<file path="config.mk">
export PLATFORM = sky130hd
export DESIGN_NAME = alu16_core
export DESIGN_NICKNAME = d
export VERILOG_FILES = /design/src/rtl/alu16_pkg.sv /design/src/rtl/alu16_ripple_adder.sv /design/src/rtl/alu16_shifter.sv /design/src/rtl/alu16_core.sv
export SDC_FILE = /design/constraint.sdc
export NUM_CORES = 1
export LEC_CHECK = 0
export BUFFER_PORTS_ARGS = -buffer_cell sky130_fd_sc_hd__buf_2
export CAP_MARGIN = 40
export CORE_UTILIZATION = 54
export DETAILED_ROUTE_END_ITERATION = 12
export GPL_ROUTABILITY_DRIVEN = 1
export GPL_TIMING_DRIVEN = 1
export PLACE_DENSITY_LB_ADDON = 0.25
export SETUP_SLACK_MARGIN = 0.2
export SKIP_LAST_GASP = 1
export SLEW_MARGIN = 20
export SYNTH_ARGS = -nofsm -noshare
export SYNTH_HDL_FRONTEND = slang
export SYNTH_HIERARCHICAL = 1
export SYNTH_SLANG_ARGS = --single-unit
</file>
<file path="constraint.sdc">
create_clock -name vclk -period 15.8
set_input_delay 3.16 -clock vclk [all_inputs]
set_output_delay 3.16 -clock vclk [all_outputs]
set_load 0.05 [all_outputs]
</file>
<file path="src/rtl/alu16_pkg.sv">
package alu16_pkg;

    localparam int FN_W = 3;

    typedef enum logic [FN_W-1:0] {
        FN_ADD = 3'b000,
        FN_SUB = 3'b001,
        FN_AND = 3'b010,
        FN_XOR = 3'b011,
        FN_SHL = 3'b100,
        FN_SHR = 3'b101
    } alu_fn_e;

endpackage

</file>
<file path="src/rtl/alu16_ripple_adder.sv">
module alu16_ripple_adder #(
    parameter int W = 16
) (
    input  logic [W-1:0] x,
    input  logic [W-1:0] y,
    input  logic         cin,
    output logic [W-1:0] sum
);
    logic [W-1:0] carry;

    assign carry[0] = cin;

    for (genvar i = 0; i < W; i++) begin : g_bit
        // sum is the odd parity of the three inputs
        assign sum[i] = x[i] ^ y[i] ^ carry[i];
        if (i < W - 1) begin : g_carry
            // carry is the majority of the three inputs
            assign carry[i+1] = (x[i] & y[i]) | (x[i] & carry[i]) | (y[i] & carry[i]);
        end
    end
endmodule

</file>
<file path="src/rtl/alu16_shifter.sv">
module alu16_shifter #(
    parameter int W          = 16,
    parameter int SHW        = 4,
    parameter bit TOWARD_MSB = 1'b1
) (
    input  logic [W-1:0]   din,
    input  logic [SHW-1:0] amt,
    output logic [W-1:0]   dout
);
    logic [W-1:0] stage [0:SHW];

    assign stage[0] = din;

    for (genvar s = 0; s < SHW; s++) begin : g_stage
        if (TOWARD_MSB) begin : g_left
            assign stage[s+1] = amt[s] ? (stage[s] << (1 << s)) : stage[s];
        end else begin : g_right
            assign stage[s+1] = amt[s] ? (stage[s] >> (1 << s)) : stage[s];
        end
    end

    assign dout = stage[SHW];
endmodule

</file>
<file path="src/rtl/alu16_core.sv">
module alu16_core
    import alu16_pkg::*;
#(
    parameter int W = 16
) (
    input  logic [W-1:0]    opa,
    input  logic [W-1:0]    opb,
    input  logic [FN_W-1:0] func,
    output logic [W-1:0]    result
);
    localparam int SHW = $clog2(W);

    typedef struct packed {
        logic [W-1:0] arith;
        logic [W-1:0] conj;
        logic [W-1:0] excl;
        logic [W-1:0] lsh;
        logic [W-1:0] rsh;
    } cand_t;

    cand_t        cand_d;
    logic         sub_sel;
    logic [W-1:0] y_eff;
    logic [W-1:0] arith_w;
    logic [W-1:0] lsh_w;
    logic [W-1:0] rsh_w;

    assign sub_sel = (func == FN_SUB);
    assign y_eff   = opb ^ {W{sub_sel}};

    alu16_ripple_adder #(.W(W)) u_adder (
        .x   (opa),
        .y   (y_eff),
        .cin (sub_sel),
        .sum (arith_w)
    );

    alu16_shifter #(.W(W), .SHW(SHW), .TOWARD_MSB(1'b1)) u_shl (
        .din  (opa),
        .amt  (opb[SHW-1:0]),
        .dout (lsh_w)
    );

    alu16_shifter #(.W(W), .SHW(SHW), .TOWARD_MSB(1'b0)) u_shr (
        .din  (opa),
        .amt  (opb[SHW-1:0]),
        .dout (rsh_w)
    );

    // every candidate is formed in parallel
    always_comb begin
        cand_d.arith = arith_w;
        cand_d.conj  = opa & opb;
        cand_d.excl  = opa ^ opb;
        cand_d.lsh   = lsh_w;
        cand_d.rsh   = rsh_w;
    end

    always_comb begin
        case (func)
            FN_ADD, FN_SUB: result = cand_d.arith;
            FN_AND:         result = cand_d.conj;
            FN_XOR:         result = cand_d.excl;
            FN_SHL:         result = cand_d.lsh;
            FN_SHR:         result = cand_d.rsh;
            default:        result = '0;
        endcase
    end
endmodule

</file>
==> out/metrics.yaml <==
status: "finished clean"
first_pass_iters: 5
setup_tns_ps: 0
synth_top_area_share_pct: 13.1
synth_warnings: 6
grt_pass1_wl_microns: 12800
pin_count: 51
fp.dieW_microns: 73.4
synth.distinct_cells: 56
crit_required_ps: 12640
detail_route.wl_per_cell_microns: 20.9
setup_viol: 0
vias_per_cell: 7.03
drc: 0
finalNetCount: 387
synth_area_leaders: "mux2i_1, fa_1, mux4_2"
synthesis.nets: 354
fmax_mhz: 70.1
crit_chain: "buf_2 -> nor3b_2 -> buf_4 -> xor2_1 -> inv_1 -> fa_1 -> inv_1 -> fa_1 -> fa_1 -> fa_1 -> fa_1 -> fa_1 -> fa_1 -> fa_1 -> fa_1 -> fa_1 -> fa_1 -> fa_1 -> fa_1 -> fa_1 -> fa_1 -> xor3_1 -> a221o_2 -> buf_2"
wl_microns: 8060
drtIter0Drc: 352
syn_area_sq_um: 2750
die_area_sq_um: 5390
cp_common_cell: "fa_1"
hp-class: "input port to output pin"
areaGrowthSynthToFinish_pct: 6.68
rsz0062_at_grt: "false"
drive_gt1_share_pct: 28.2
regArea_sq_um: 0
nClkBuffers: 0
vias: 2712
row_count: 25
antennaDiodeCount: 0
whs_path_depth: 3
dieHeight_microns: 73.4
nFlopsAndLatches: 0
gp_congestion: 0.983
hold_end: "result[3]"
grtUsageTotal_pct: 30.8
finalHoldViolations: 0
timing.final.crit_share_pct: 90.2
ant_nets: 0
critPathCaptureType: "output pin"
grt_overflow_total: 0
holdBufCountCts: 0
syn_inst: 288
hold_start: "func[1]"
p_leak_nw: 1.31
start_util_pct: 57.2
relSlewSlack_pct: 50.4
avgSynthCellArea_sq_um: 9.56
drv_cap: 0
dp_hpwl_microns: 5900
cts_resized: 0
power_density_nw_per_um2: 41.8
drv_slew: 0
grt_max_degree: 45
crit_type: "input port to output pin"
yosysTopAreaCell: "mux2i_1"
design.core.area_sq_um: 4820
crit_fanout: 21
ys_seq_area_share_pct: 0
n_fill_cell: 450
post_cts_buffers: 0
final_core_util_pct: 61.0
cp.arrival_ps: 11100
vdd_ir_drop_max_v: 0.0000334
antenna_found_initial: 0
portBuffers: 51
slowest_delay_ps: 460
min_period_ps: 14260
critPathSlowestCell: "buf_2"
grt_pass1_vias: 2503
worst_pin_slew_ps: 744
cp-start-kind: "input port"
==> cells in the final DEF, fill, tap and decap left out, types with 4 or more instances in the layout <==
cell type and count:
o2bb2ai_1 15, mux4_2 11, a21oi_1 8, buf_2 51, nand2b_1 8, buf_4 4, a22oi_1 9, nand2_1 13
mux2_2 11, fa_1 15, a221o_2 5, mux4_1 6, a221o_1 11, mux2i_1 36, xor2_1 16, ha_1 16
nor2_1 13, nor2b_1 7, nor3_1 5, inv_1 9, o21ai_0 6
==> layer usage <==
metal  global-route usage (%)  vias up  routed length (microns)
met4                     8.55        0                      235
met3                     1.92       26                      620
met2                     50.4      147                     3820
met1                     44.2     1332                     3390
met5                        0        -                        0
li1                         -     1207                        -
==> critical path, delay by kind of cell <==
family          cells  cell delay [ps]
compound gates      1              350
xor+xnor            2              490
simple gates        1              270
buf+inv             5             1130
fa+ha+maj          15             5660
==> how the worst max path moves through the flow <==
| stage | from | to | slack [ps] | cells past startpoint |
|---|---|---|---|---|
| 2_1_floorplan | func[0] | result[15] | 2540 | 23 |
| 3_3_place_gp | func[0] | result[15] | 1760 | 24 |
| 3_5_place_dp | func[0] | result[15] | 1580 | 24 |
| 4_1_cts | func[0] | result[15] | 1580 | 24 |
| 5_1_grt | func[0] | result[15] | 1240 | 24 |
| 6_report | func[0] | result[15] | 1540 | 24 |
==> cells by family (layout without fill, tap and decap cells) <==
kind of cell / count (synthesis) / count (layout) / share of synthesized area (%)
multiplexers: 65 / 65 / 32.8
AO/OA/AOI/OAI: 77 / 77 / 22.1
buffers and inverters: 36 / 67 / 8.36
adder cells (fa/ha/maj): 31 / 31 / 18.2
XOR/XNOR: 17 / 17 / 5.95
AND/OR/NAND/NOR: 62 / 62 / 12.6
==> cells in the mapped netlist (2+ instances only) <==
cell       instances
o211ai_1           3
o221ai_1           2
xor2_1            16
nor2b_1            7
inv_2              2
nor2_1            13
fa_1              15
mux4_1             6
a221o_1           11
a32oi_1            2
clkbuf_1           6
mux4_2            11
buf_6              6
nand2_1           13
a211oi_1           2
inv_1              9
a31oi_1            2
and3_1             2
o21ai_0            6
buf_2              6
o22ai_1            2
a22oi_1            9
nor3_1             5
nand3_1            3
mux2i_1           36
nand2b_1           8
ha_1              16
o2bb2ai_1         15
mux2_2            11
buf_4              4
o21ai_1            3
a21oi_1            8
a221o_2            5
==> through the flow <==
stage / instance area (sq um) / power [mW] / setup slack (ps) / hold WS (ps) / std cells
finish: 2940 / 0.123 / 1540 / 6810 / 386
global route: 2940 / 0.133 / 1240 / 6840 / 386
detailed placement: 2940 / 0.121 / 1580 / 6820 / 386
global placement: 2930 / 0.119 / 1760 / 6810 / 385
floorplan: 2750 / 0.0902 / 2540 / 6720 / 288
CTS: 2940 / 0.122 / 1580 / 6820 / 386
==> area by class of cell <==
cell class / count / area [sq um] / area share (%)
multi-input combinational: 252 / 2520 / 85.9
timing repair buffer: 55 / 285 / 9.71
tap: 67 / 83.8 / 2.85
inverter: 12 / 45.0 / 1.53
==> report_power, final <==
group / total, mW / switching (mW) / internal (mW)
Sequential: 0 / 0 / 0
Clock: 0 / 0 / 0
Combinational: 0.123 / 0.0761 / 0.0467
Note: power is estimated with default switching activity, not from simulation.
